<file path="config.mk">
export PLATFORM = sky130hd
export DESIGN_NAME = pkt_framer
export DESIGN_NICKNAME = d
export VERILOG_FILES = /design/src/rtl/pkt_framer_pkg.sv /design/src/rtl/tx_byte_fifo.sv /design/src/rtl/crc16_unit.sv /design/src/rtl/frame_seq.sv /design/src/rtl/pkt_framer.sv
export SDC_FILE = /design/constraint.sdc
export NUM_CORES = 1
export LEC_CHECK = 0
export ABC_AREA = 0
export BUFFER_PORTS_ARGS = -buffer_cell sky130_fd_sc_hd__buf_2
export CAP_MARGIN = 40
export CELL_PAD_IN_SITES_DETAIL_PLACEMENT = 1
export CELL_PAD_IN_SITES_GLOBAL_PLACEMENT = 2
export CORE_ASPECT_RATIO = 0.5
export CORE_UTILIZATION = 45
export DETAILED_ROUTE_END_ITERATION = 12
export GPL_TIMING_DRIVEN = 0
export PLACE_DENSITY = 0.77
export RECOVER_POWER = 50
export SLEW_MARGIN = 25
export SYNTH_ARGS = -nofsm -noshare
export SYNTH_HDL_FRONTEND = slang
export SYNTH_HIERARCHICAL = 1
export SYNTH_SLANG_ARGS = --single-unit
export TNS_END_PERCENT = 10
</file>
<file path="constraint.sdc">
create_clock -name clk -period 6.1 [get_ports clk]
set_input_delay 0.305 -clock clk [delete_from_list [all_inputs] [get_ports clk]]
set_output_delay 0.305 -clock clk [all_outputs]
set_load 0.05 [all_outputs]
</file>
<file path="src/rtl/pkt_framer_pkg.sv">
package pkt_framer_pkg;

    localparam int BYTE_W  = 8;
    localparam int PRE_W   = 9;
    localparam int HDR_MAX = 4;
    localparam int HDR_CW  = 3;
    localparam int LEN_W   = 8;
    localparam int CRC_W   = 16;

    typedef enum logic [2:0] {
        F_IDLE, F_PRE, F_SYNC, F_HDR, F_LEN, F_PAY, F_CRC
    } field_e;

    typedef struct packed {
        logic [PRE_W-1:0]          pre_last;
        logic [CRC_W-1:0]          sync;
        logic [HDR_CW-1:0]         hdr_n;
        logic [HDR_MAX*BYTE_W-1:0] hdr;
        logic                      var_len;
        logic [LEN_W-1:0]          pay_len;
        logic [1:0]                crc_sel;
        logic                      crc_all;
    } frame_cfg_t;

    function automatic logic [CRC_W-1:0] poly_of(input logic [1:0] sel);
        case (sel)
            2'd0:    return 16'h1021;
            2'd1:    return 16'h8005;
            2'd2:    return 16'h3D65;
            default: return 16'h8BB7;
        endcase
    endfunction

    function automatic logic [CRC_W-1:0] crc_step(input logic [CRC_W-1:0] c,
                                                  input logic [BYTE_W-1:0] d,
                                                  input logic [CRC_W-1:0] poly);
        logic [CRC_W-1:0] r;
        r = c ^ {d, 8'h00};
        for (int i = 0; i < BYTE_W; i++) begin
            r = r[CRC_W-1] ? ((r << 1) ^ poly) : (r << 1);
        end
        return r;
    endfunction

    function automatic field_e after_len(input frame_cfg_t c);
        return (c.pay_len != '0) ? F_PAY : F_CRC;
    endfunction

    function automatic field_e after_hdr(input frame_cfg_t c);
        return c.var_len ? F_LEN : after_len(c);
    endfunction

    function automatic field_e after_sync(input frame_cfg_t c);
        return (c.hdr_n != '0) ? F_HDR : after_hdr(c);
    endfunction

endpackage

</file>
<file path="src/rtl/tx_byte_fifo.sv">
module tx_byte_fifo #(
    parameter int DEPTH = 64,
    parameter int W     = 8,
    localparam int AW   = $clog2(DEPTH),
    localparam int CW   = AW + 1
) (
    input  logic          clk,
    input  logic          rst,
    input  logic          clr,
    input  logic          wr_en,
    input  logic [W-1:0]  wr_data,
    input  logic          pop,
    output logic [W-1:0]  head,
    output logic [CW-1:0] count,
    output logic          ovf
);
    logic [W-1:0]  mem [DEPTH];
    logic [AW-1:0] wp_q, rp_q;
    logic [CW-1:0] cnt_q;
    logic          ovf_q;
    logic          full, wr_ok, rd_ok;

    assign full  = (cnt_q == CW'(DEPTH));
    assign wr_ok = wr_en && !full && !clr;
    assign rd_ok = pop && (cnt_q != '0) && !clr;

    function automatic logic [AW-1:0] bump(input logic [AW-1:0] p);
        return (p == AW'(DEPTH - 1)) ? '0 : p + 1'b1;
    endfunction

    always_ff @(posedge clk) begin
        if (wr_ok) mem[wp_q] <= wr_data;
    end

    always_ff @(posedge clk) begin
        if (rst || clr) begin
            wp_q  <= '0;
            rp_q  <= '0;
            cnt_q <= '0;
            ovf_q <= 1'b0;
        end else begin
            ovf_q <= wr_en && full;
            if (wr_ok) wp_q <= bump(wp_q);
            if (rd_ok) rp_q <= bump(rp_q);
            case ({wr_ok, rd_ok})
                2'b10:   cnt_q <= cnt_q + 1'b1;
                2'b01:   cnt_q <= cnt_q - 1'b1;
                default: cnt_q <= cnt_q;
            endcase
        end
    end

    assign head  = mem[rp_q];
    assign count = cnt_q;
    assign ovf   = ovf_q;

    p_no_overflow_r7: assert property (@(posedge clk) disable iff (rst)
        cnt_q <= CW'(DEPTH));
    p_full_drop_r7: assert property (@(posedge clk) disable iff (rst)
        (wr_en && full && !clr && !pop) |=> (cnt_q == $past(cnt_q)));
    p_clear_empty_r11: assert property (@(posedge clk) disable iff (rst)
        clr |=> (cnt_q == '0));
endmodule

</file>
<file path="src/rtl/crc16_unit.sv">
module crc16_unit
    import pkt_framer_pkg::*;
(
    input  logic              clk,
    input  logic              rst,
    input  logic              init,
    input  logic              en,
    input  logic [1:0]        sel,
    input  logic [BYTE_W-1:0] din,
    output logic [CRC_W-1:0]  crc
);
    logic [CRC_W-1:0] crc_q;

    always_ff @(posedge clk) begin
        if (rst || init)  crc_q <= '1;
        else if (en)      crc_q <= crc_step(crc_q, din, poly_of(sel));
    end

    assign crc = crc_q;
endmodule

</file>
<file path="src/rtl/frame_seq.sv">
module frame_seq
    import pkt_framer_pkg::*;
#(
    parameter int CW    = 7,
    localparam int THRW = CW - 1
) (
    input  logic              clk,
    input  logic              rst,
    input  logic              tx_start,
    input  logic              auto_en,
    input  logic [THRW-1:0]   thr,
    input  logic [CW-1:0]     fifo_count,
    input  logic [BYTE_W-1:0] fifo_head,
    input  frame_cfg_t        cfg_in,
    input  logic [CRC_W-1:0]  crc_val,
    input  logic              out_ready,
    output logic              out_valid,
    output logic [BYTE_W-1:0] out_data,
    output logic              pop,
    output logic              crc_init,
    output logic              crc_en,
    output logic [1:0]        crc_sel,
    output logic              pkt_sent,
    output logic              underflow
);
    field_e               st_q;
    logic [PRE_W-1:0]     cnt_q;
    frame_cfg_t           cfg_q;
    logic                 sent_q, uflow_q;
    logic                 start_req, acc, last, covered, fifo_empty;
    field_e               nxt;
    logic [HDR_MAX*BYTE_W-1:0] hdr_sh;

    assign fifo_empty = (fifo_count == '0);
    assign start_req  = tx_start || (auto_en && (fifo_count >= {1'b0, thr}));
    assign hdr_sh     = cfg_q.hdr << (BYTE_W * cnt_q[1:0]);

    always_comb begin
        out_valid = 1'b0;
        out_data  = '0;
        last      = 1'b0;
        nxt       = F_IDLE;
        unique case (st_q)
            F_PRE: begin
                out_valid = 1'b1;
                out_data  = 8'hAA;
                last      = (cnt_q == cfg_q.pre_last);
                nxt       = F_SYNC;
            end
            F_SYNC: begin
                out_valid = 1'b1;
                out_data  = cnt_q[0] ? cfg_q.sync[7:0] : cfg_q.sync[15:8];
                last      = cnt_q[0];
                nxt       = after_sync(cfg_q);
            end
            F_HDR: begin
                out_valid = 1'b1;
                out_data  = hdr_sh[HDR_MAX*BYTE_W-1 -: BYTE_W];
                last      = ((cnt_q + 1'b1) == PRE_W'(cfg_q.hdr_n));
                nxt       = after_hdr(cfg_q);
            end
            F_LEN: begin
                out_valid = 1'b1;
                out_data  = cfg_q.pay_len;
                last      = 1'b1;
                nxt       = after_len(cfg_q);
            end
            F_PAY: begin
                out_valid = !fifo_empty;
                out_data  = fifo_head;
                last      = ((cnt_q + 1'b1) == PRE_W'(cfg_q.pay_len));
                nxt       = F_CRC;
            end
            F_CRC: begin
                out_valid = 1'b1;
                out_data  = cnt_q[0] ? crc_val[7:0] : crc_val[15:8];
                last      = cnt_q[0];
                nxt       = F_IDLE;
            end
            default: ;
        endcase
    end

    assign acc      = out_valid && out_ready;
    assign covered  = (st_q == F_PAY) ||
                      (cfg_q.crc_all && (st_q inside {F_SYNC, F_HDR, F_LEN}));
    assign crc_en   = acc && covered;
    assign pop      = acc && (st_q == F_PAY);
    assign crc_init = (st_q == F_IDLE) && start_req;
    assign crc_sel  = cfg_q.crc_sel;

    always_ff @(posedge clk) begin
        if (rst) begin
            st_q    <= F_IDLE;
            cnt_q   <= '0;
            cfg_q   <= '0;
            sent_q  <= 1'b0;
            uflow_q <= 1'b0;
        end else begin
            sent_q  <= 1'b0;
            uflow_q <= 1'b0;
            if (st_q == F_IDLE) begin
                if (start_req) begin
                    cfg_q       <= cfg_in;
                    cfg_q.hdr_n <= (cfg_in.hdr_n > HDR_CW'(HDR_MAX)) ?
                                   HDR_CW'(HDR_MAX) : cfg_in.hdr_n;
                    st_q        <= F_PRE;
                    cnt_q       <= '0;
                end
            end else if ((st_q == F_PAY) && fifo_empty) begin
                st_q    <= F_IDLE;
                uflow_q <= 1'b1;
            end else if (acc) begin
                if (last) begin
                    st_q   <= nxt;
                    cnt_q  <= '0;
                    sent_q <= (st_q == F_CRC);
                end else begin
                    cnt_q <= cnt_q + 1'b1;
                end
            end
        end
    end

    assign pkt_sent  = sent_q;
    assign underflow = uflow_q;

    p_sent_pulse_r9: assert property (@(posedge clk) disable iff (rst)
        pkt_sent |=> !pkt_sent);
    p_sent_idle_r9: assert property (@(posedge clk) disable iff (rst)
        pkt_sent |-> !out_valid);
    p_uflow_quiet_r8: assert property (@(posedge clk) disable iff (rst)
        underflow |-> !out_valid);
    p_uflow_excl_r8: assert property (@(posedge clk) disable iff (rst)
        !(pkt_sent && underflow));
endmodule

</file>
<file path="src/rtl/pkt_framer.sv">
module pkt_framer
    import pkt_framer_pkg::*;
#(
    parameter int FIFO_DEPTH = 64,
    localparam int THR_W     = $clog2(FIFO_DEPTH),
    localparam int CNT_W     = THR_W + 1
) (
    input  logic                      clk,
    input  logic                      rst,
    input  logic                      wr_en,
    input  logic [BYTE_W-1:0]         wr_data,
    input  logic                      fifo_clr,
    input  logic                      tx_start,
    input  logic                      auto_tx_en,
    input  logic [THR_W-1:0]          afull_thr,
    input  logic [PRE_W-1:0]          pre_len,
    input  logic [CRC_W-1:0]          sync_word,
    input  logic [HDR_CW-1:0]         hdr_cnt,
    input  logic [HDR_MAX*BYTE_W-1:0] hdr_bytes,
    input  logic                      var_len,
    input  logic [LEN_W-1:0]          pay_len,
    input  logic [1:0]                crc_sel,
    input  logic                      crc_all,
    output logic                      out_valid,
    output logic [BYTE_W-1:0]         out_data,
    input  logic                      out_ready,
    output logic                      pkt_sent,
    output logic                      underflow,
    output logic                      overflow
);
    frame_cfg_t        cfg_in;
    logic [CNT_W-1:0]  f_count;
    logic [BYTE_W-1:0] f_head;
    logic              f_pop;
    logic              c_init, c_en;
    logic [1:0]        c_sel;
    logic [CRC_W-1:0]  c_val;

    always_comb begin
        cfg_in.pre_last = pre_len;
        cfg_in.sync     = sync_word;
        cfg_in.hdr_n    = hdr_cnt;
        cfg_in.hdr      = hdr_bytes;
        cfg_in.var_len  = var_len;
        cfg_in.pay_len  = pay_len;
        cfg_in.crc_sel  = crc_sel;
        cfg_in.crc_all  = crc_all;
    end

    tx_byte_fifo #(.DEPTH(FIFO_DEPTH), .W(BYTE_W)) u_fifo (
        .clk(clk), .rst(rst), .clr(fifo_clr), .wr_en(wr_en), .wr_data(wr_data),
        .pop(f_pop), .head(f_head), .count(f_count), .ovf(overflow)
    );

    crc16_unit u_crc (
        .clk(clk), .rst(rst), .init(c_init), .en(c_en), .sel(c_sel),
        .din(out_data), .crc(c_val)
    );

    frame_seq #(.CW(CNT_W)) u_seq (
        .clk(clk), .rst(rst), .tx_start(tx_start), .auto_en(auto_tx_en),
        .thr(afull_thr), .fifo_count(f_count), .fifo_head(f_head),
        .cfg_in(cfg_in), .crc_val(c_val), .out_ready(out_ready),
        .out_valid(out_valid), .out_data(out_data), .pop(f_pop),
        .crc_init(c_init), .crc_en(c_en), .crc_sel(c_sel),
        .pkt_sent(pkt_sent), .underflow(underflow)
    );

    p_stall_hold_r12: assert property (@(posedge clk) disable iff (rst)
        (out_valid && !out_ready && !fifo_clr) |=> (out_valid && $stable(out_data)));
endmodule

</file>
== After elaboration in Yosys (flattened, before gate mapping) ==
Memories as Yosys holds them, arrays and structs flattened. A register that Yosys moved wholly into a read port is not among the register bits.
Index checks and enable logic that the tools add are counted.

* Output and inout bits: 12
* Memories kept: 1
* Bits in writable memories: 512
* Bits of input ports: 93
* Word-level logic and storage cells: 131
* Flip-flop bits (word level): 122

* Order comparisons: 2
* Shift operators: 1
* Eq/ne operators: 18
* Bitwise operators: 11
* Muxes and demuxes: 39
* Add/sub/neg operators: 5
* Reductions and logical operators: 37

{| class="wikitable"
|+ Memory list
! name !! depth !! bits a word !! read ports !! clocked after memory_dff !! wr ports !! RTL line !! source
|-
| u_fifo.mem || 64 || 8 || 1 || 1 || 1 || tx_byte_fifo.sv:17 || <nowiki>logic [W-1:0] mem [DEPTH];</nowiki>
|}

{| class="wikitable"
|+ Operator list
! cell !! count
|-
| 2-to-1 mux 16 bit || 10
|-
| bitwise XOR 16 bit || 9
|-
| case mux 16 bit (3 select lines) || 1
|-
| case mux 8 bit (6 select lines) || 1
|-
| 2-to-1 mux 9 bit || 5
|-
| left shift 32 x 5 -> 32 bit || 1
|-
| 2-to-1 mux 3 bit || 8
|-
| 2-to-1 mux 6 bit || 4
|-
| 2-to-1 mux 8 bit || 2
|-
| case mux 3 bit (5 select lines) || 1
|-
| case mux 7 bit (2 select lines) || 1
|-
| adder 6 x 1 -> 6 bit, second input constant || 2
|-
| == test 6 bit, second input constant || 2
|-
| logical AND 1 bit || 12
|-
| nonzero test 3 bit || 4
|-
| OR reduction 5 bit || 2
|-
| adder 9 x 1 -> 9 bit, second input constant || 1
|-
| == test 3 bit, second input constant || 3
|-
| == test 9 x 3 -> 1 bit || 1
|-
| == test 9 x 8 -> 1 bit || 1
|-
| == test 9 bit || 1
|-
| nonzero test 8 bit || 1
|-
| adder 7 x 1 -> 7 bit, second input constant || 1
|-
| == test 7 bit, second input constant || 1
|-
| other kinds (23) || 38
|}

== Depth between registers and ports, before layout ==
Gate-level depths: netlist of the first run.

* Depth after elaboration: 23
* Mapped depth: 23
* Gate-level depth less buffers: 18

== By module ==
Netlist of the first run, hierarchy kept.

{| class="wikitable"
|+ By module, submodules not included
! module !! times used !! cells an instance !! seq. area each (µm²) !! area an instance (µm²)
|-
| tx_byte_fifo || 1 || 1061 || 15895.2 || 21192.8
|-
| frame_seq || 1 || 586 || 1721.7 || 4658.2
|-
| crc16_unit || 1 || 324 || 320.3 || 2680.1
|}

== Worst setup path before layout of the first run ==
No wires, ideal clock.

* Path kind: register -> register
* Start: reg (tool-made name)
* End: reg u_crc.crc_q[13], in the netlist u_crc/crc[13]
* Data required time: 5.976 ns
* Cell stages (with the launch flop): 21
* Data arrival time: 5.567 ns
* Setup time: 0.124 ns
* Clock period less this slack: 5.690 ns
* Buffers on the path: 4
* Setup slack: 0.410 ns
* Cell sequence: dfxtp_1 > buf_6 > buf_8 > buf_6 > buf_2 > mux4_2 > mux2i_1 > o22ai_1 > a211o_1 > mux2_2 > a221o_1 > xor2_4 > xnor2_2 > xnor3_2 > xnor2_1 > a211o_2 > and4_2 > a221o_1 > xnor2_1 > or4_1 > o311a_2

{| class="wikitable"
|+ RTL lines
! what !! RTL line !! source
|-
| end signal: assignment || crc16_unit.sv:16 || <nowiki>else if (en) crc_q <= crc_step(crc_q, din, poly_of(sel));</nowiki>
|-
| end: declaration || crc16_unit.sv:12 || <nowiki>logic [CRC_W-1:0] crc_q;</nowiki>
|}

==> out/metrics.sh, run 1 <==
RUN_STATUS='complete, but fails checks'
VIOLATIONS_IN_THE_FINAL_REPORTS='capacitance limit, slew limit'
START_UTIL_PCT=46.1
YOSYSTOPAREACELLSHARE_PCT=53.9
SYNTH.DISTINCT_CELLS=108
SYNTH_EDF_COUNT=512
SEQPWRFRAC_PCT=50.5
SLEW_HEADROOM_PCT=-110
DP.FINAL_HPWL_MM=60.5
SYN_NETS=2076
INTERNAL_POWER_mW=7.13
GRT.TOTAL_USAGE_PCT=27.5
CRIT_REQUIRED_PS=6600
CTS.SINK_COUNT=640
R2R.WORST_PATH.CELLS=18
BOUNDARYPINS=105
POWER.NET_SWITCHING_mW=2.35
ANTENNA-DIODE-COUNT=0
DRT-WIRELENGTH-PER-CELL_MICRONS=28.3
PEAKVDDDROP_mV=0.245
NUMPORTBUFFERS=104
POWER_PER_CELL_AREA_mW_PER_MM2=282
SETUP.REG_TO_REG.WORST_SLACK_PS=30
VIA_PER_INST=6.02
GLOBAL_ROUTE.OVERFLOW_TOTAL=0
CLOCK-ROOT-BUFFER='sky130_fd_sc_hd__clkbuf_16'
CORE_AREA_SQ_MM=0.0619
DPL_WS_PS=-1130
FINAL_LAYOUT_SIZE_SUFFIX_GT1_SHARE_PCT=23.2
POWER.STATIC_LEAKAGE_nW=11.1
FILLCELLCOUNT=6032
WORSTSETUPENDPOINTTYPE='register'
SYNTH.FF_LATCH_COUNT=640
DIE_H_MICRONS=180
CP-START-KIND='register'
MAXCAPVIOLATIONS=8
FLOORPLAN.DIE.WIDTH_MICRONS=358
TIMING.FINAL.SETUP_VIOLATIONS=0
COMB_POWER_SHARE_PCT=12.1
INSERTION_DELAY_OF_THE_LATER_CLOCKED_PIN_IN_THE_WORST_SKEW_PAIR_PS=640
YOSYS.AREA.TOP_TYPE='sky130_fd_sc_hd__edfxtp_1'
ANTENNA_FOUND_INITIAL=1
MAPPEDNETLISTAREA_SQ_MM=0.0285
DRT_PRE_ANTENNA_ITERS=7
CTS_TREE='done'
RSZ0062_AT_GRT='true'
SETUP.WORST_PATH.CLASS='register to register'
DETAIL_ROUTE.WIRELENGTH_MM=89.0
UTILIZATION_PCT=54.2
SHARE_OF_SYNTHESIZED_REGISTERS_CARRYING_AN_ASYNC_SET_OR_RESET_PCT=0
CRITICAL_PATH.ENDPOINT='u_crc/crc[13]'
CLKTRANSATPATHREGS_PS=60
GRT_PASS1_WL_MM=129
PLACED_CELLS=2917
AREA_GROWTH_SYN_TO_LAYOUT_PCT=17.7
FP-ROW-COUNT=64
FINALCRITPERIODSHARE_PCT=99.5
ROUTABILITYCONGESTION=0.872
YOSYS-TOP-CELLS-COUNT='sky130_fd_sc_hd__edfxtp_1 (512), sky130_fd_sc_hd__nand2_1 (214), sky130_fd_sc_hd__mux4_2 (139)'
DRC=0
PWR-SHARE-CLK_PCT=37.4
HTREEDEPTH=2
PLACE_AREA_SQ_MM=0.0303
CTS_BUFFER_DEPTH=3
SEQ_AREA_FRAC_SYNTH_PCT=62.9
DRT_ITER0_MARKERS=2018
FINALNETCOUNT=2383
MAXCLOCKFREQUENCY_MHz=165
POSTLAYOUTSETUPSLACKWORST_PS=28.9
GRT_PASS1_VIAS=19183
FINAL_CELL_COUNT_NO_FILL=3148
POST-SYNTH-TOP-COUNT-CELL='sky130_fd_sc_hd__edfxtp_1'
REGTOREGENDPOINT='u_crc/crc[13]'
WORST-SLEW-PIN-TRANSITION_PS=3150
GRT_START_MAX_NET_PINS=65
CRIT_PATH_MAX_FANOUT=10
TIMING.FINAL.CRIT_PERIOD_PS=6070
ROUTE.VIAS.TOTAL=18960
SYNTH_TOP_CELLS_BY_AREA='sky130_fd_sc_hd__edfxtp_1 (54%), sky130_fd_sc_hd__mux4_2 (11%), sky130_fd_sc_hd__dfxtp_1 (9.0%)'
FINALHOLDVIOLATIONS=0
YS.FLOP_TYPE='sky130_fd_sc_hd__edfxtp_1'
ANT_NETS=0
POSTLAYOUTCELLAREA_SQ_MM=0.0336
DIE_AREA_SQ_MM=0.0645
TIMING.FINAL.MAX_SLEW_VIOLATIONS=475
YOSYSWARNINGCOUNT=6
CTS_INSERTED_BUFFERS=56
FIN_TNS_SETUP_PS=0
FIN_WORST_SKEW_PS=36.5
WORST_EP_ARRIVAL_TIME_PS=6570
GATE_COUNT_POST_SYNTH=1971
SW_FRAC_OF_TOTAL_PCT=24.8
HOLD_CLASS='input pin to register'
POST_SYNTH.CELL_AREA_AVG_SQ_UM=14.5
-- through the flow --
stage	hold WS, ps	power, mW
after floorplan	404	5.52
after global placement	441	5.85
after detailed placement	448	5.87
after CTS	2.84	9.49
after global routing	5.22	9.78
final	0.621	9.48
-- cell usage in the layout, fill, tap and decap left out, types with 14 or more instances in the layout --
cell type / netlist / routed
sky130_fd_sc_hd__edfxtp_1: 512 / 512
sky130_fd_sc_hd__nand2_1: 214 / 213
sky130_fd_sc_hd__mux4_2: 139 / 139
sky130_fd_sc_hd__nor2_1: 138 / 135
sky130_fd_sc_hd__dfxtp_1: 128 / 126
sky130_fd_sc_hd__a21oi_1: 121 / 121
sky130_fd_sc_hd__buf_2: 25 / 107
sky130_fd_sc_hd__clkbuf_1: 59 / 87
sky130_fd_sc_hd__dlygate4sd3_1: 0 / 69
sky130_fd_sc_hd__buf_4: 15 / 68
sky130_fd_sc_hd__clkbuf_16: 0 / 57
sky130_fd_sc_hd__xnor2_1: 61 / 54
sky130_fd_sc_hd__o21ai_0: 40 / 38
sky130_fd_sc_hd__nand3_1: 39 / 38
sky130_fd_sc_hd__mux2i_1: 44 / 34
sky130_fd_sc_hd__nor3_1: 32 / 31
sky130_fd_sc_hd__xor2_1: 25 / 25
sky130_fd_sc_hd__inv_1: 19 / 20
sky130_fd_sc_hd__o22ai_1: 18 / 18
sky130_fd_sc_hd__buf_6: 4 / 17
sky130_fd_sc_hd__nand2b_1: 16 / 16
sky130_fd_sc_hd__a211oi_1: 15 / 15
sky130_fd_sc_hd__a22oi_1: 15 / 14
-- cells by family (layout without fill, tap and decap cells) --
family          count (synthesis)  in the layout  share of synthesized area [%]
compound gates                327            327                           7.73
xor+xnor                      111            111                           4.45
fa+ha+maj                      12             12                          0.526
buf+inv                       145            497                           2.50
flops                         640            640                           62.9
mux                           192            192                           12.9
simple gates                  544            544                           9.04
-- worst max-delay path, cell delays in order, from the launching register on --
cell and delay [ps]:
sky130_fd_sc_hd__dfxtp_2 460, sky130_fd_sc_hd__buf_6 260, sky130_fd_sc_hd__buf_6 240, sky130_fd_sc_hd__mux4_2 550, sky130_fd_sc_hd__mux2i_1 350, sky130_fd_sc_hd__o22ai_1 210, sky130_fd_sc_hd__a211o_2 440, sky130_fd_sc_hd__mux2_2 290
sky130_fd_sc_hd__a221o_2 440, sky130_fd_sc_hd__xor2_4 230, sky130_fd_sc_hd__xnor2_2 220, sky130_fd_sc_hd__xnor3_2 380, sky130_fd_sc_hd__xnor2_2 200, sky130_fd_sc_hd__a211o_2 380, sky130_fd_sc_hd__and4_2 220, sky130_fd_sc_hd__a221o_1 310
sky130_fd_sc_hd__xnor2_1 150, sky130_fd_sc_hd__or4_1 480, sky130_fd_sc_hd__o311a_2 130
-- power groups by stage --
stage / clock network [mW] / logic [mW] / registers (mW)
after floorplan: 0 / 0.668 / 4.86
after global placement: 0 / 0.980 / 4.87
after detailed placement: 0 / 0.999 / 4.87
after CTS: 3.60 / 1.11 / 4.78
after global routing: 3.77 / 1.23 / 4.79
final: 3.55 / 1.15 / 4.79
-- registers in the layout (all words and copies together), names as in the netlist, named ones only --
name	cells
u_seq/cfg_q	70
u_fifo/ovf	1
u_fifo/rp_q	6
u_seq/crc_sel	2
u_fifo/count	7
u_crc/crc	16
u_fifo/mem	512
u_seq/pkt_sent	1
u_seq/underflow	1
u_seq/cnt_q	9
u_seq/st_q	3
u_fifo/wp_q	6
-- how the worst min path moves through the flow --
stage,from,to,slack [ps],depth (start not counted)
3_3_place_gp,u_seq/cfg_q[35],u_seq/cfg_q[35],440,2
2_1_floorplan,wr_data[0],u_fifo/mem[0][0],400,0
3_5_place_dp,u_seq/cfg_q[23],u_seq/cfg_q[23],450,2
4_1_cts,hdr_bytes[2],u_seq/cfg_q[14],3,3
6_report,wr_en,u_fifo/ovf,0.6,3
5_1_grt,hdr_bytes[2],u_seq/cfg_q[14],5,3
-- what timing repair did --
action                     CTS  global route
setup endpoints to repair   16            14
setup buffers               19             6
gates resized for setup     82            36
hold endpoints to repair    69             0
hold buffers                69             0
pin swaps                   16            12
-- cell type report --
cell class | count | area (sq um) | area share, %
flip-flops and latches | 640 | 17900 | 53.4
multi-input cells | 1186 | 10100 | 30.2
repair buffers | 250 | 1760 | 5.23
clock buffers | 75 | 1500 | 4.48
well taps | 825 | 1030 | 3.07
plain buffers | 120 | 825 | 2.46
clock inverters | 28 | 287 | 0.853
inverters | 24 | 90.1 | 0.268
-- layer usage --
metal	global-route usage (%)	routed length (microns)
met1	38.4	37700
met4	5.97	1820
met3	4.87	6180
met5	0	0
met2	45.1	43200
Power figures use the tool's default switching activity.
==> run 2, diff against run 1 <==
--- a/config.mk
+++ b/config.mk
@@ -22,3 +22,2 @@
 export SYNTH_HIERARCHICAL = 1
 export SYNTH_SLANG_ARGS = --single-unit
-export TNS_END_PERCENT = 10
==> constraint.sdc (replaced) <==
create_clock -name clk -period 6.1 [get_ports clk]
set_input_delay 1.22 -clock clk [delete_from_list [all_inputs] [get_ports clk]]
set_output_delay 1.22 -clock clk [all_outputs]
set_load 0.05 [all_outputs]
==> run 2 against run 1 <==
Net effect: the flow still finishes with violations (capacitance limit, slew limit); largest power group unchanged; highest routed layer unchanged; worst hold slack gained 460 ps; sequential share of layout area is 0.93 points higher; via count is 1.6% lower; combinational power about the same; worst setup slack improved by 5.8 ps; fmax barely moved.
==> out/metrics.sh, run 2 (synthesized netlist as in run 1, its figures left out) <==
RUN_STATUS='complete, but fails checks'
VIOLATIONS_IN_THE_FINAL_REPORTS='capacitance limit, slew limit'
DIE_H_MICRONS=180  # unchanged
ROUTABILITYCONGESTION=0.872  # unchanged
START_UTIL_PCT=46.1  # unchanged
BOUNDARYPINS=105  # unchanged
MAXCAPVIOLATIONS=8  # unchanged
GRT_PASS1_VIAS=18803  # -2.0%
ANT_NETS=0  # unchanged
POSTCTSHOLDBUFS=0  # -100%
LARGEST_REG_FLOPS=512  # unchanged
SETUP.WORST_PATH.CLASS='register to register'
GLOBAL_ROUTE.OVERFLOW_TOTAL=0  # unchanged
FINALNETCOUNT=2323  # -2.5%
ANTENNA_FOUND_INITIAL=1  # unchanged
DRT_ITER0_MARKERS=1987  # -1.5%
HTREEDEPTH=2  # unchanged
CTS_TREE='done'
WORST-SLEW-PIN-TRANSITION_PS=3200  # +49.1 ps
HOLD_CLASS='register to register'
FINALPOWER_mW=9.45  # -0.33%
DRT_PRE_ANTENNA_ITERS=7  # unchanged
FINAL_CELL_COUNT_NO_FILL=3088  # -1.9%
CTS.SINK_COUNT=640  # unchanged
SLEW_HEADROOM_PCT=-113  # -3.3 points
ANTENNA-DIODE-COUNT=0  # unchanged
AREA_GROWTH_SYN_TO_LAYOUT_PCT=15.7
PLACED_CELLS=2917  # unchanged
FIN_WORST_SKEW_PS=36.0  # -0.518 ps
CLOCK-ROOT-BUFFER='sky130_fd_sc_hd__clkbuf_16'
TIMING.FINAL.MAX_SLEW_VIOLATIONS=475  # unchanged
FINALCRITPERIODSHARE_PCT=99.4  # about the same
NUMPORTBUFFERS=104  # unchanged
DETAIL_ROUTE.WIRELENGTH_MM=87.7  # -1.4%
FP-ROW-COUNT=64  # unchanged
REGTOREGENDPOINT='u_crc/crc[13]'
DIE_AREA_SQ_MM=0.0645  # unchanged
CTS_BUFFER_DEPTH=3  # unchanged
MAXCLOCKFREQUENCY_MHz=165  # about the same
ROUTE.VIAS.TOTAL=18660  # -1.6%
CTS_INSERTED_BUFFERS=56  # unchanged
TIMING.FINAL.CRIT_PERIOD_PS=6070  # -5.82 ps
GRT_START_MAX_NET_PINS=65  # unchanged
CRIT_PATH_MAX_FANOUT=10  # unchanged
CRIT_REQUIRED_PS=6600  # about the same
POSTLAYOUTSETUPSLACKWORST_PS=34.7  # +5.82 ps
GRT_PASS1_WL_MM=127  # -1.3%
POSTLAYOUTCELLAREA_SQ_MM=0.0330  # -1.7%
FLOORPLAN.DIE.WIDTH_MICRONS=358  # unchanged
TIMING.FINAL.SETUP_VIOLATIONS=0  # unchanged
FINAL_LAYOUT_SIZE_SUFFIX_GT1_SHARE_PCT=24.1  # +0.92 points
DP.FINAL_HPWL_MM=60.5  # unchanged
LAYOUT.CELLS.MOST_COMMON_LIST='sky130_fd_sc_hd__edfxtp_1 (512), sky130_fd_sc_hd__nand2_1 (213), sky130_fd_sc_hd__mux4_2 (139)'
DPL_WS_PS=-1130  # unchanged
CLKTRANSATPATHREGS_PS=70  # about the same
CRITICAL_PATH.ENDPOINT='u_crc/crc[13]'
DRC=0  # unchanged
POWER_PER_CELL_AREA_mW_PER_MM2=286  # +1.4%
FIN_TNS_SETUP_PS=0  # unchanged
UTILIZATION_PCT=53.3  # -0.93 points
SETUP.REG_TO_REG.WORST_SLACK_PS=30  # about the same
DRT-WIRELENGTH-PER-CELL_MICRONS=28.4  # +0.48%
PLACE_AREA_SQ_MM=0.0303  # unchanged
CP-START-KIND='register'
R2R.WORST_PATH.CELLS=18  # unchanged
GRT.TOTAL_USAGE_PCT=27.2  # -0.33 points
PEAKVDDDROP_mV=0.244  # -0.18%
REGISTER_NAME_WITH_THE_MOST_FLOPS='u_fifo/mem'
WORST_HOLD_SLACK_PS=458  # +458 ps
POWER.STATIC_LEAKAGE_nW=10.9  # -2.1%
VIA_PER_INST=6.04  # +0.33%
FINAL_COMMON_CELL='sky130_fd_sc_hd__edfxtp_1'
WORSTSETUPENDPOINTTYPE='register'
INSERTION_DELAY_OF_THE_LATER_CLOCKED_PIN_IN_THE_WORST_SKEW_PAIR_PS=640  # about the same
WORST_EP_ARRIVAL_TIME_PS=6560  # about the same
FINALHOLDVIOLATIONS=0  # unchanged
CORE_AREA_SQ_MM=0.0619  # unchanged
## run 2: changes by cell type in the layout (fill, tap and decap cells not counted), moves of 2 or more
cell	delta
sky130_fd_sc_hd__clkbuf_4	+2
sky130_fd_sc_hd__dlygate4sd3_1	-69
sky130_fd_sc_hd__mux2i_2	-2
sky130_fd_sc_hd__buf_2	-2
sky130_fd_sc_hd__buf_4	+7
sky130_fd_sc_hd__mux2i_4	+2
## run 2: worst min path at each step
| stage | startpoint | end | slack (ps) | depth (start not counted) |
|---|---|---|---|---|
| 3_5_place_dp | u_seq/cfg_q[23] | u_seq/cfg_q[23] | 450 | 2 |
| 3_3_place_gp | u_seq/cfg_q[35] | u_seq/cfg_q[35] | 440 | 2 |
| 2_1_floorplan | u_seq/cfg_q[20] | u_seq/cfg_q[20] | 430 | 2 |
| 4_1_cts | u_seq/cfg_q[23] | u_seq/cfg_q[23] | 460 | 2 |
| 6_report | u_seq/cfg_q[15] | u_seq/cfg_q[15] | 460 | 2 |
| 5_1_grt | u_seq/cfg_q[23] | u_seq/cfg_q[23] | 480 | 2 |
## run 2: per-layer routing
metal	track usage [%]	share of wire [%]	vias up
met3	4.84	7.1	123
met4	5.94	2.2	0
met1	38.3	43	9742
met2	44.2	48	691
li1	-	-	8104
met5	0	0	-
## run 2: layout make-up
type | count | area, sq um
inverters | 24 | 90.1
plain buffers | 120 | 841
repair buffers | 190 | 1150
multi-input cells | 1186 | 10200
well taps | 825 | 1030
clock inverters | 28 | 287
flip-flops and latches | 640 | 17900
clock buffers | 75 | 1500
fillers | 6041 | 28900
## run 2: critical path, stage by stage (launching register included)
cell                       delay, ps
sky130_fd_sc_hd__dfxtp_1         650
sky130_fd_sc_hd__clkbuf_2        390
sky130_fd_sc_hd__buf_2           340
sky130_fd_sc_hd__buf_6           210
sky130_fd_sc_hd__mux2i_2         290
sky130_fd_sc_hd__o22ai_1         170
sky130_fd_sc_hd__a211o_2         400
sky130_fd_sc_hd__mux2_2          290
sky130_fd_sc_hd__a221o_2         440
sky130_fd_sc_hd__xor2_4          230
sky130_fd_sc_hd__xnor2_2         250
sky130_fd_sc_hd__xnor3_2         380
sky130_fd_sc_hd__xnor2_2         200
sky130_fd_sc_hd__a211o_2         380
sky130_fd_sc_hd__and4_2          220
sky130_fd_sc_hd__a221o_1         310
sky130_fd_sc_hd__xnor2_1         150
sky130_fd_sc_hd__or4_1           480
sky130_fd_sc_hd__o311a_2         130
## run 2: power by group
part | internal (mW) | switching (mW)
clock | 1.91 | 1.63
sequential | 4.75 | 0.0336
combinational | 0.444 | 0.680
total | 7.11 | 2.34
## run 2: repair_timing
item | 4_1_cts | 5_1_grt
gates resized for setup | 82 | 45
pin swaps | 16 | 19
buffers inserted | 19 | 15
endpoints found under the setup margin | 18 | 13
hold endpoints to repair | 0 | 0
==> run 3, diff against run 2 <==
CORE_ASPECT_RATIO = default   (was 0.5)
==> run 3 against run 2 <==
Net effect: the run still ends with capacitance limit, slew limit left; fmax rose by 0.73%; register-to-register slack improved by 40 ps; sequential share of layout area fell by 1.2 points; cell area rose by 2.3%; power rose by 10%; core utilization rose by 0.97 points; routed wire length rose by 3.3%; first-iteration DRC count fell by 11%; via count rose by 0.86%; critical path type unchanged; largest cell class unchanged.
==> out/metrics.sh, run 3 (synthesized netlist as in run 1, its figures left out) <==
TIMING.FINAL.CRIT_PERIOD_PS=6020  # -44.1 ps
SEQCELLAREA_SQ_MM=0.0179  # unchanged
GRT_PASS1_VIAS=19163  # +1.9%
ANT_NETS=0  # unchanged
MAXCLOCKFREQUENCY_MHz=166  # +0.73%
CPLARGESTDELAYFAMILY='simple AND/OR/NAND/NOR gates'
POSTCTSHOLDBUFS=0  # unchanged
DIE_AREA_SQ_MM=0.0644  # about the same
VIA_PER_INST=6.01  # -0.53%
GRT_START_MAX_NET_PINS=65  # unchanged
FINAL_COMMON_CELL='sky130_fd_sc_hd__edfxtp_1'
FINALPOWER_mW=10.4  # +10%
SETUP.WORST_PATH.CLASS='register to register'
COMB_POWER_SHARE_PCT=10.7  # -1.2 points
CRITICAL-PATH-SLOWEST-CELL='sky130_fd_sc_hd__mux4_2'
RUN_STATUS='complete, but fails checks'
PLACED_CELLS=2936  # +0.65%
UTILIZATION_PCT=54.3  # +0.97 points
LAYOUT.CELLS.MOST_COMMON_LIST='sky130_fd_sc_hd__edfxtp_1 (512), sky130_fd_sc_hd__nand2_1 (213), sky130_fd_sc_hd__mux4_2 (139)'
ROUTE.VIAS.TOTAL=18820  # +0.86%
DRC=0  # unchanged
DIE_H_MICRONS=254  # +41%
NUMBER_OF_CELLS_ON_THE_CRITICAL_PATH=23  # +5
REGISTER_NAME_WITH_THE_MOST_FLOPS='u_fifo/mem'
FP-ROW-COUNT=91  # +42%
POWER_PER_CELL_AREA_mW_PER_MM2=308  # +7.7%
SLEW_HEADROOM_PCT=-107  # +5.8 points
SW_FRAC_OF_TOTAL_PCT=24.3  # -0.53 points
FINALHOLDVIOLATIONS=0  # unchanged
ANTENNA_FOUND_INITIAL=2  # +1
FINAL_LAYOUT_SIZE_SUFFIX_GT1_SHARE_PCT=25.9  # +1.7 points
GRT_PASS1_WL_MM=130  # +2.6%
MAXCAPVIOLATIONS=10  # +2
START_UTIL_PCT=45.9  # -0.20 points
FLOORPLAN.DIE.WIDTH_MICRONS=254  # -29%
HOLDPATHEND='u_seq/cfg_q[23]'
CTS_BUFFER_DEPTH=3  # unchanged
DRT_PRE_ANTENNA_ITERS=5  # -2
ANTENNA-DIODE-COUNT=0  # unchanged
CP-START-KIND='register'
WORST-SLEW-PIN-TRANSITION_PS=3110  # -86.9 ps
POWER.STATIC_LEAKAGE_nW=11.3  # +3.5%
CRIT_PATH_MAX_FANOUT=10  # unchanged
CTS_INSERTED_BUFFERS=71  # +27%
WORSTPATHCELLLIST='buf_6, buf_12, buf_16, buf_16, mux4_2, mux2i_2, a32oi_1, nand4_1, nand3_2, o21ai_0, a21oi_1, a211o_2, xnor2_4, buf_4, buf_4, xnor3_2, and3_2, or3_1, and4_2, a221o_1, xnor2_1, or4_1, o311a_2'
WORSTSETUPENDPOINTTYPE='register'
VIOLATIONS_IN_THE_FINAL_REPORTS='capacitance limit, slew limit'
GRT.TOTAL_USAGE_PCT=28.3  # +1.1 points
MULTI_INPUT_COMB_AREA_SQ_MM=0.0102  # +0.41%
HOLD_PATH.STARTPOINT='u_seq/cfg_q[23]'
HOLD_CLASS='register to register'
BOUNDARYPINS=105  # unchanged
INSERTION_DELAY_OF_THE_LATER_CLOCKED_PIN_IN_THE_WORST_SKEW_PAIR_PS=630  # about the same
INTERNAL_POWER_mW=7.88  # +11%
SEQPWRFRAC_PCT=46.0  # -4.6 points
GLOBAL_ROUTE.OVERFLOW_TOTAL=0  # unchanged
CLKTRANSATPATHREGS_PS=60  # about the same
WORST_EP_ARRIVAL_TIME_PS=6500  # -60 ps
CTS.SINK_COUNT=640  # unchanged
DETAIL_ROUTE.WIRELENGTH_MM=90.6  # +3.3%
CORE_AREA_SQ_MM=0.0622  # +0.43%
CTS_TREE='done'
PWR-SHARE-CLK_PCT=43.3  # +5.8 points
PEAKVDDDROP_mV=0.373  # +52%
FIN_WORST_SKEW_PS=35.8  # -0.208 ps
FINAL_CELL_COUNT_NO_FILL=3131  # +1.4%
DRT-WIRELENGTH-PER-CELL_MICRONS=28.9  # +1.9%
FINALCRITPERIODSHARE_PCT=98.7  # -0.72 points
CLOCK-ROOT-BUFFER='sky130_fd_sc_hd__clkbuf_16'
DRT_ITER0_MARKERS=1775  # -11%
WORST_PATH_LARGEST_CELL_DELAY_PS=540  # -110 ps
CRIT_REQUIRED_PS=6580  # -20 ps
DP.FINAL_HPWL_MM=62.3  # +2.9%
ROUTABILITYCONGESTION=0.906  # +3.9%
SETUP.REG_TO_REG.WORST_SLACK_PS=80  # +40 ps
POWER.NET_SWITCHING_mW=2.53  # +7.8%
NUMPORTBUFFERS=104  # unchanged
HOLD-PATH-CELL-COUNT=2  # unchanged
LARGEST_REG_FLOPS=512  # unchanged
FINALNETCOUNT=2344  # +0.90%
TIMING.FINAL.SETUP_VIOLATIONS=0  # unchanged
REGTOREGENDPOINT='u_crc/crc[13]'
CRITICAL_PATH_BUF_INV_COUNT=6  # +3
TIMING.FINAL.MAX_SLEW_VIOLATIONS=500  # +5.3%
R2R.WORST_PATH.CELLS=23  # +5
FILLCELLCOUNT=6040  # -0.017%
AREA_GROWTH_SYN_TO_LAYOUT_PCT=18.3
HTREEDEPTH=3  # +1
run 3: cell types whose count changed in the layout (fill, tap and decap cells not counted), moves of 5 or more:
cell                        change
sky130_fd_sc_hd__buf_6          -5
sky130_fd_sc_hd__bufinv_16      +7
sky130_fd_sc_hd__clkbuf_1       -6
sky130_fd_sc_hd__clkbuf_16     +15
sky130_fd_sc_hd__buf_4          +7
run 3: worst max path at each step:
stage,slack (ps),end
floorplan,410,u_crc/crc[13]
global placement,-1510,u_crc/crc[13]
detailed placement,-1090,u_crc/crc[13]
CTS,0.1,u_crc/crc[13]
global route,-40,u_crc/crc[7]
finish,80,u_crc/crc[13]
run 3: stage by stage:
step / hold slack, ps / setup TNS, ps / instance area, sq um / setup slack (ps)
2_1_floorplan: 433 / 0 / 28500 / 410
5_1_grt: 481 / -68.5 / 33700 / -41.6
6_report: 457 / 0 / 33700 / 78.7
3_3_place_gp: 441 / -18440 / 30100 / -1510
4_1_cts: 459 / 0 / 33300 / 0.143
3_5_place_dp: 451 / -12720 / 30400 / -1090
run 3: worst min-delay path, stage by stage, from the launching register on:
cell,delay (ps)
sky130_fd_sc_hd__dfxtp_1,310
sky130_fd_sc_hd__nand2_1,50
sky130_fd_sc_hd__a21oi_1,50
run 3: power by group through the flow:
| stage | logic [mW] | registers, mW | clock network [mW] |
|---|---|---|---|
| final | 1.11 | 4.79 | 4.51 |
| after floorplan | 0.668 | 4.86 | 0 |
| after global routing | 1.18 | 4.79 | 4.71 |
| after detailed placement | 0.997 | 4.87 | 0 |
| after CTS | 1.07 | 4.78 | 4.57 |
| after global placement | 0.976 | 4.87 | 0 |
run 3: final cells by class:
cell class                      count  share of cell area [%]
Timing Repair Buffer              196                    3.50
Clock inverter                     43                    1.66
Buffer                            120                    2.50
Sequential cell                   640                    53.2
Clock buffer                       85                    5.57
Multi-Input combinational cell   1186                    30.2
Tap cell                          837                    3.10
Inverter                           24                   0.267
run 3: routing by layer:
layer  part of all wire [%]  vias up  track usage (%)
li1                       -     8148                -
met1                     42     9810             37.8
met2                     49      703             47.3
met3                    5.9      159             3.95
met4                    3.4        0             9.81
met5                      0        -                0
run 3: timing repair:
item	CTS	global route
buffers inserted	18	15
endpoints found under the setup margin	16	14
pin swaps	14	19
gates resized for setup	88	40
